[config.mk]
export PLATFORM = sky130hd
export DESIGN_NAME = i2c_regport
export DESIGN_NICKNAME = d
export VERILOG_FILES = /design/src/rtl/i2c_regport_pkg.sv /design/src/rtl/i2c_glitch_filter.sv /design/src/rtl/i2c_bus_events.sv /design/src/rtl/i2c_regport.sv
export SDC_FILE = /design/constraint.sdc
export NUM_CORES = 1
export LEC_CHECK = 0
export BUFFER_PORTS_ARGS = -buffer_cell sky130_fd_sc_hd__buf_2
export CELL_PAD_IN_SITES_DETAIL_PLACEMENT = 1
export CELL_PAD_IN_SITES_GLOBAL_PLACEMENT = 2
export CORE_UTILIZATION = 41
export CTS_CLUSTER_SIZE = 20
export DETAILED_ROUTE_END_ITERATION = 10
export PLACE_DENSITY = 0.84
export SKIP_CTS_REPAIR_TIMING = 1
export SYNTH_ARGS = -nofsm -noshare
export SYNTH_HDL_FRONTEND = slang
export SYNTH_HIERARCHICAL = 1
export SYNTH_SLANG_ARGS = --single-unit
[constraint.sdc]
create_clock -name clk -period 3.8 [get_ports clk]
set_input_delay 0.76 -clock clk [delete_from_list [all_inputs] [get_ports clk]]
set_output_delay 0.76 -clock clk [all_outputs]
set_load 0.03 [all_outputs]
[src/rtl/i2c_regport_pkg.sv]
package i2c_regport_pkg;

  typedef enum logic [2:0] {
    ST_IDLE,
    ST_DEV,
    ST_PTRH,
    ST_PTRL,
    ST_WDAT,
    ST_RDAT,
    ST_SKIP
  } rp_state_e;

  localparam logic [3:0] BIT_ACK = 4'd8;
  localparam logic [3:0] BIT_END = 4'd9;

endpackage

[src/rtl/i2c_glitch_filter.sv]
module i2c_glitch_filter #(
  parameter int FILT_CYC = 5
) (
  input  logic clk,
  input  logic rst_n,
  input  logic line_i,
  output logic line_o
);
  localparam int CW = $clog2(FILT_CYC + 1);
  localparam logic [CW-1:0] CNT_LAST = CW'(FILT_CYC - 1);

  logic [1:0]    sync_q;
  logic [CW-1:0] cnt_q, cnt_d;
  logic          out_q, out_d;

  always_ff @(posedge clk or negedge rst_n) begin
    if (!rst_n) sync_q <= 2'b11;
    else        sync_q <= {sync_q[0], line_i};
  end

  // a new level is taken only after FILT_CYC differing samples in a row
  always_comb begin
    cnt_d = '0;
    out_d = out_q;
    if (sync_q[1] != out_q) begin
      if (cnt_q == CNT_LAST) out_d = sync_q[1];
      else                   cnt_d = cnt_q + 1'b1;
    end
  end

  always_ff @(posedge clk or negedge rst_n) begin
    if (!rst_n) begin
      cnt_q <= '0;
      out_q <= 1'b1;
    end else begin
      cnt_q <= cnt_d;
      out_q <= out_d;
    end
  end

  assign line_o = out_q;


  filt_hold_chk: assert property (@(posedge clk) disable iff (!rst_n)
    !$stable(out_q) |-> ($past(sync_q[1], 1) == out_q && $past(sync_q[1], 2) == out_q));

endmodule

[src/rtl/i2c_bus_events.sv]
module i2c_bus_events (
  input  logic clk,
  input  logic rst_n,
  input  logic scl_f,
  input  logic sda_f,
  output logic scl_rise,
  output logic scl_fall,
  output logic start_det,
  output logic stop_det
);
  logic scl_q, sda_q;

  always_ff @(posedge clk or negedge rst_n) begin
    if (!rst_n) begin
      scl_q <= 1'b1;
      sda_q <= 1'b1;
    end else begin
      scl_q <= scl_f;
      sda_q <= sda_f;
    end
  end

  assign scl_rise  = scl_f & ~scl_q;
  assign scl_fall  = ~scl_f & scl_q;
  assign start_det = scl_f & scl_q & sda_q & ~sda_f;
  assign stop_det  = scl_f & scl_q & ~sda_q & sda_f;

endmodule

[src/rtl/i2c_regport.sv]
module i2c_regport
  import i2c_regport_pkg::*;
#(
  parameter int         FILT_CYC = 5,
  parameter int         STRAP_W  = 3,
  parameter logic [6:0] DEV_BASE = 7'h48
) (
  input  logic               clk,
  input  logic               rst_n,
  input  logic [STRAP_W-1:0] strap_i,
  input  logic               scl_i,
  input  logic               sda_i,
  output logic               sda_oe_o,
  output logic [15:0]        reg_addr_o,
  output logic [7:0]         reg_wdata_o,
  output logic               reg_we_o,
  input  logic [7:0]         reg_rdata_i
);
  localparam int DATA_W = 8;
  localparam int PTR_W  = 2 * DATA_W;
  localparam int DEV_W  = 7;

  // reset: asserted asynchronously, released on the clock
  logic rst_meta, rst_s;
  always_ff @(posedge clk or negedge rst_n) begin
    if (!rst_n) begin
      rst_meta <= 1'b0;
      rst_s    <= 1'b0;
    end else begin
      rst_meta <= 1'b1;
      rst_s    <= rst_meta;
    end
  end

  // line filters: index 0 is SCL, index 1 is SDA
  logic [1:0] raw, filt;
  assign raw = {sda_i, scl_i};
  for (genvar g = 0; g < 2; g++) begin : g_filt
    i2c_glitch_filter #(.FILT_CYC(FILT_CYC)) u_filt (
      .clk(clk), .rst_n(rst_s), .line_i(raw[g]), .line_o(filt[g])
    );
  end

  logic scl_f, sda_f;
  assign scl_f = filt[0];
  assign sda_f = filt[1];

  logic scl_rise, scl_fall, start_det, stop_det;
  i2c_bus_events u_evt (
    .clk(clk), .rst_n(rst_s), .scl_f(scl_f), .sda_f(sda_f),
    .scl_rise(scl_rise), .scl_fall(scl_fall),
    .start_det(start_det), .stop_det(stop_det)
  );

  // strap capture, once after reset
  logic               strap_cap_q;
  logic [STRAP_W-1:0] strap_q;
  always_ff @(posedge clk or negedge rst_s) begin
    if (!rst_s) begin
      strap_cap_q <= 1'b0;
      strap_q     <= '0;
    end else if (!strap_cap_q) begin
      strap_cap_q <= 1'b1;
      strap_q     <= strap_i;
    end
  end

  logic [DEV_W-1:0] dev_addr;
  assign dev_addr = {DEV_BASE[DEV_W-1:STRAP_W], strap_q};

  rp_state_e         state_q, state_d;
  logic [3:0]        bit_q, bit_d;
  logic [DATA_W-1:0] rx_q, rx_d, tx_q, tx_d, wdat_q, wdat_d;
  logic [PTR_W-1:0]  ptr_q, ptr_d;
  logic              oe_q, oe_d, rw_q, rw_d, ack_q, ack_d, we_q, we_d;

  always_comb begin
    state_d = state_q;
    bit_d   = bit_q;
    rx_d    = rx_q;
    tx_d    = tx_q;
    ptr_d   = ptr_q;
    oe_d    = oe_q;
    rw_d    = rw_q;
    ack_d   = ack_q;
    we_d    = 1'b0;
    wdat_d  = wdat_q;
    if (start_det) begin
      state_d = ST_DEV;
      bit_d   = '0;
      oe_d    = 1'b0;
    end else if (stop_det) begin
      state_d = ST_IDLE;
      bit_d   = '0;
      oe_d    = 1'b0;
    end else if (state_q != ST_IDLE && state_q != ST_SKIP) begin
      if (scl_rise) begin
        if (bit_q < BIT_ACK) begin
          rx_d  = {rx_q[DATA_W-2:0], sda_f};
          bit_d = bit_q + 4'd1;
        end else if (bit_q == BIT_ACK) begin
          bit_d = BIT_END;
          if (state_q == ST_RDAT) begin
            ack_d = ~sda_f;
            ptr_d = ptr_q + 1'b1;
          end
        end
      end else if (scl_fall) begin
        if (bit_q == BIT_ACK) begin
          unique case (state_q)
            ST_DEV: begin
              if (rx_q[DATA_W-1:1] == dev_addr) begin
                oe_d = 1'b1;
                rw_d = rx_q[0];
              end else begin
                state_d = ST_SKIP;
              end
            end
            ST_PTRH: begin oe_d = 1'b1; ptr_d[PTR_W-1:DATA_W] = rx_q; end
            ST_PTRL: begin oe_d = 1'b1; ptr_d[DATA_W-1:0]     = rx_q; end
            ST_WDAT: begin oe_d = 1'b1; we_d = 1'b1; wdat_d = rx_q; end
            default: oe_d = 1'b0;
          endcase
        end else if (bit_q == BIT_END) begin
          bit_d = '0;
          oe_d  = 1'b0;
          unique case (state_q)
            ST_DEV: begin
              if (rw_q) begin
                state_d = ST_RDAT;
                tx_d    = reg_rdata_i;
                oe_d    = ~reg_rdata_i[DATA_W-1];
              end else begin
                state_d = ST_PTRH;
              end
            end
            ST_PTRH: state_d = ST_PTRL;
            ST_PTRL: state_d = ST_WDAT;
            ST_WDAT: ptr_d   = ptr_q + 1'b1;
            ST_RDAT: begin
              if (ack_q) begin
                tx_d = reg_rdata_i;
                oe_d = ~reg_rdata_i[DATA_W-1];
              end else begin
                state_d = ST_SKIP;
              end
            end
            default: ;
          endcase
        end else if (state_q == ST_RDAT && bit_q != 4'd0) begin
          tx_d = {tx_q[DATA_W-2:0], 1'b0};
          oe_d = ~tx_q[DATA_W-2];
        end
      end
    end
  end

  always_ff @(posedge clk or negedge rst_s) begin
    if (!rst_s) begin
      state_q <= ST_IDLE;
      bit_q   <= '0;
      rx_q    <= '0;
      tx_q    <= '0;
      ptr_q   <= '0;
      oe_q    <= 1'b0;
      rw_q    <= 1'b0;
      ack_q   <= 1'b0;
      we_q    <= 1'b0;
      wdat_q  <= '0;
    end else begin
      state_q <= state_d;
      bit_q   <= bit_d;
      rx_q    <= rx_d;
      tx_q    <= tx_d;
      ptr_q   <= ptr_d;
      oe_q    <= oe_d;
      rw_q    <= rw_d;
      ack_q   <= ack_d;
      we_q    <= we_d;
      wdat_q  <= wdat_d;
    end
  end

  assign sda_oe_o    = oe_q;
  assign reg_addr_o  = ptr_q;
  assign reg_wdata_o = wdat_q;
  assign reg_we_o    = we_q;


  we_pulse_chk: assert property (@(posedge clk) disable iff (!rst_s)
    reg_we_o |=> !reg_we_o);


  skip_quiet_chk: assert property (@(posedge clk) disable iff (!rst_s)
    (state_q == ST_SKIP) |-> !sda_oe_o);


  oe_scl_low_chk: assert property (@(posedge clk) disable iff (!rst_s)
    !$stable(sda_oe_o) |-> !$past(scl_f));


  strap_hold_chk: assert property (@(posedge clk) disable iff (!rst_s)
    (strap_cap_q && $past(strap_cap_q)) |-> $stable(strap_q));


  bit_range_chk: assert property (@(posedge clk) disable iff (!rst_s)
    bit_q <= BIT_END);


  rd_step_chk: assert property (@(posedge clk) disable iff (!rst_s)
    (state_q == ST_RDAT && $past(state_q) == ST_RDAT && !$stable(ptr_q))
      |-> ptr_q == $past(ptr_q) + 1'b1);

endmodule

==> results.py <==
metrics = {
    "outcome": {
        "status": "complete, no violations",
    },
    "setup_path": {
        "critical_path.slowest_cell": "dfstp_2",
        "slowest_delay_ns": 0.60,
        "crit_top_cell": "o21ai_0",
        "crit_chain": "nor2b_1, buf_4, and4bb_2, a211oi_1, o211ai_1, o21ai_0, o21ai_0",
        "cp-start-kind": "flop",
        "crit_required_ns": 3.99,
        "arrival_ns": 2.73,
        "critPathCaptureType": "flop",
        "path_class": "flop to flop",
        "cp_top_family": "compound AO/OA/AOI/OAI gates",
        "critical_path.max_fanout": 16,
        "worst-path-buf-inv": 1,
    },
    "final_layout": {
        "final-seq-area_um2": 1760,
        "multi_input_area_um2": 1810,
        "n_antenna_cell": 0,
        "final_cell_area_um2": 4170,
        "syn_to_final_growth_pct": 13.2,
        "fillers": 1000,
        "drive_gt1_frac": 0.274,
        "layout.nets": 419,
    },
    "logic_synthesis": {
        "synth_edf_count": 0,
        "synth_warnings": 6,
        "synth_flop_cell": "dfrtp_1",
        "ys_seq_area_frac": 0.479,
        "ys_ff_latch": 70,
        "synth_cell_types": 62,
        "avgSynthCellArea_um2": 10.4,
        "synthesis.area_um2": 3680,
        "synthArstFlopShare": 1.00,
        "postSynthCellCount": 355,
    },
    "global_route": {
        "grtUsageTotal": 0.205,
        "grt_pass1_wl_um": 15300,
        "grt_pass1_vias": 2988,
        "grt_max_degree": 52,
        "grt-ovfl-total": 0,
        "antenna_found_initial": 0,
    },
    "timing": {
        "finalHoldViolations": 0,
        "slew_violations": 0,
        "final.setup.tns_ns": 0,
        "finalSetupViolCount": 0,
        "period_minus_slack_ns": 2.54,
        "tightest_slew_ns": 1.10,
        "fmax_mhz": 394,
        "slew_headroom": 0.264,
        "period_share": 0.669,
        "rsz0062_at_grt": "no",
        "fin_worst_skew_ns": 0.00550,
    },
    "clocking": {
        "cts.clk_slew.worst_paths_ns": 0.08,
        "clkLatencyLatePin_ns": 0.33,
        "cts_made_buffers": 9,
        "clockRootBuffer": "clkbuf_8",
        "cts_tree": "yes",
        "cts_buffer_depth": 2,
        "h-tree-depth": 3,
        "cts_sinks": 70,
    },
    "route": {
        "drtIter0Drc": 134,
        "dr_wl_met2_um": 4250,
        "totalWireLength_um": 9030,
        "drt-met1-wl_um": 4390,
        "via_per_inst": 5.64,
        "highest_layer": "met4",
        "drc_errors": 0,
        "ant_nets": 0,
        "dr_total_vias": 2873,
        "dr.pass1.iters": 4,
        "wl_met3_um": 308,
        "routedWlPerCell_um": 17.7,
    },
    "floorplanning": {
        "core_um2": 8720,
        "dieWidth_um": 96.8,
        "start_util": 0.422,
        "die_y_um": 96.8,
        "die-area_um2": 9360,
        "io_pins": 41,
        "rows": 34,
    },
    "placed_design": {
        "port_buffers": 40,
        "dp_hpwl_um": 6420,
        "place_congestion": 0.800,
        "place_area_um2": 3980,
    },
    "min_path": {
        "hold_class": "input port to asynchronous set/reset pin",
    },
    "power_and_ir_drop": {
        "max-vdd-ir-drop_uv": 243,
        "p_leak_nw": 1.94,
        "p_per_area_nw_per_um2": 517,
    },
    "run": {
        "timing.max_cap.violations": 0,
    },
}
==> through the flow <==
step	utilization	total power, mW	hold WS (ns)	setup slack, ns	std cells
final	0.478	2.15	0.192	1.26	509
after global routing	0.478	2.30	0.167	1.07	509
after CTS	0.478	2.19	0.164	1.27	509
after detailed placement	0.457	1.62	0.342	1.28	493
after global placement	0.457	1.58	0.343	1.39	493
after floorplan	-	1.45	0.331	1.70	356
==> layer usage <==
layer | vias up | GRT usage
met5 | - | 0
met4 | 0 | 0.0551
met3 | 6 | 0.0376
met2 | 41 | 0.325
met1 | 1460 | 0.289
li1 | 1366 | -
==> cell usage in the layout (no fill, tap or decap), drive strengths merged, types with 4 or more instances in the layout <==
| master | Yosys | routed |
|---|---|---|
| nor2b | 6 | 6 |
| xor2 | 4 | 4 |
| inv | 11 | 11 |
| a31oi | 6 | 6 |
| ha | 8 | 8 |
| dfstp | 8 | 8 |
| mux2 | 26 | 26 |
| o211ai | 4 | 4 |
| nand2 | 21 | 21 |
| nand3b | 6 | 6 |
| nor3 | 6 | 6 |
| o21ai | 24 | 24 |
| clkbuf | 6 | 11 |
| nand2b | 10 | 10 |
| nor3b | 4 | 4 |
| nor2 | 22 | 22 |
| dfrtp | 62 | 62 |
| o22ai | 6 | 6 |
| a21oi | 37 | 37 |
| buf | 9 | 44 |
| mux2i | 9 | 9 |
| nand3 | 8 | 8 |
==> cells in the mapped netlist (3+ instances only) <==
| cell type | number | area share |
|---|---|---|
| dfrtp_1 | 62 | 0.42 |
| a21oi_1 | 36 | 0.049 |
| mux2_2 | 26 | 0.080 |
| o21ai_0 | 23 | 0.031 |
| nand2_1 | 21 | 0.021 |
| nor2_1 | 21 | 0.021 |
| inv_1 | 11 | 0.011 |
| nand2b_1 | 10 | 0.017 |
| buf_2 | 9 | 0.012 |
| mux2i_1 | 9 | 0.024 |
| dfstp_2 | 8 | 0.057 |
| ha_1 | 8 | 0.027 |
| nand3_1 | 8 | 0.011 |
| a31oi_1 | 6 | 0.010 |
| nand3b_1 | 6 | 0.012 |
| nor2b_1 | 6 | 0.010 |
| o22ai_1 | 6 | 0.010 |
| clkbuf_1 | 5 | 0.0051 |
| nor3_1 | 5 | 0.0068 |
| nor3b_1 | 4 | 0.0082 |
| nor4_1 | 3 | 0.0051 |
| xor2_1 | 3 | 0.0071 |
==> final timing paths <==
check                           cells past startpoint  slack [ns]                           startpoint                         end
worst max-delay path                                7        1.26  g_filt[0].u_filt/line_o$_DFFE_PN1P_   reg_addr_o[2]$_DFFE_PN0P_
worst min-delay path                                1        0.19                                rst_n             rst_s$_DFF_PN0_
worst max register to register                      7        1.26  g_filt[0].u_filt/line_o$_DFFE_PN1P_   reg_addr_o[2]$_DFFE_PN0P_
worst min register to register                      0        0.36                   rst_meta$_DFF_PN0_             rst_s$_DFF_PN0_
max in group asynchronous                           1        2.42                      rst_s$_DFF_PN0_  reg_wdata_o[1]$_DFFE_PN0P_
min in group clk                                    0        0.36                   rst_meta$_DFF_PN0_             rst_s$_DFF_PN0_
==> flip-flops by register name (all words and copies together) (netlist names), 2 cells and up <==
signal / count
state_q: 3
reg_addr_o: 16
tx_q: 7
bit_q: 4
g_filt.u_filt/sync_q: 4
g_filt.u_filt/line_o: 2
g_filt.u_filt/cnt_q: 6
rx_q: 8
strap_q: 3
reg_wdata_o: 8
==> power by group <==
group          switching, mW  internal [mW]  total [mW]
combinational          0.292          0.271       0.563
clock                  0.283          0.271       0.554
sequential             0.178          0.859        1.04
==> final cells by class <==
type                    count  area share
multi-input cells         260       0.435
flip-flops and latches     70       0.423
repair buffers             44      0.0552
clock buffers              11      0.0363
well taps                 108      0.0324
inverters                  11     0.00991
clock inverters             5     0.00811
==> worst reg2reg max path, delay by kind of cell, from the launching register on <==
family / cells / cell delay [ns]
simple gates: 2 / 0.54
flops: 1 / 0.60
buf+inv: 1 / 0.23
compound gates: 4 / 1.04
==> kinds of logic after synthesis <==
kind of cell    after synthesis  synth area share
buf+inv                      26            0.0299
fa+ha+maj                     8            0.0272
simple gates                110             0.173
xor+xnor                      6            0.0163
other cells                   1           0.00102
mux                          35             0.104
compound gates               99             0.170
flops                        70             0.479
No activity file was read; power rests on OpenSTA's default activity.
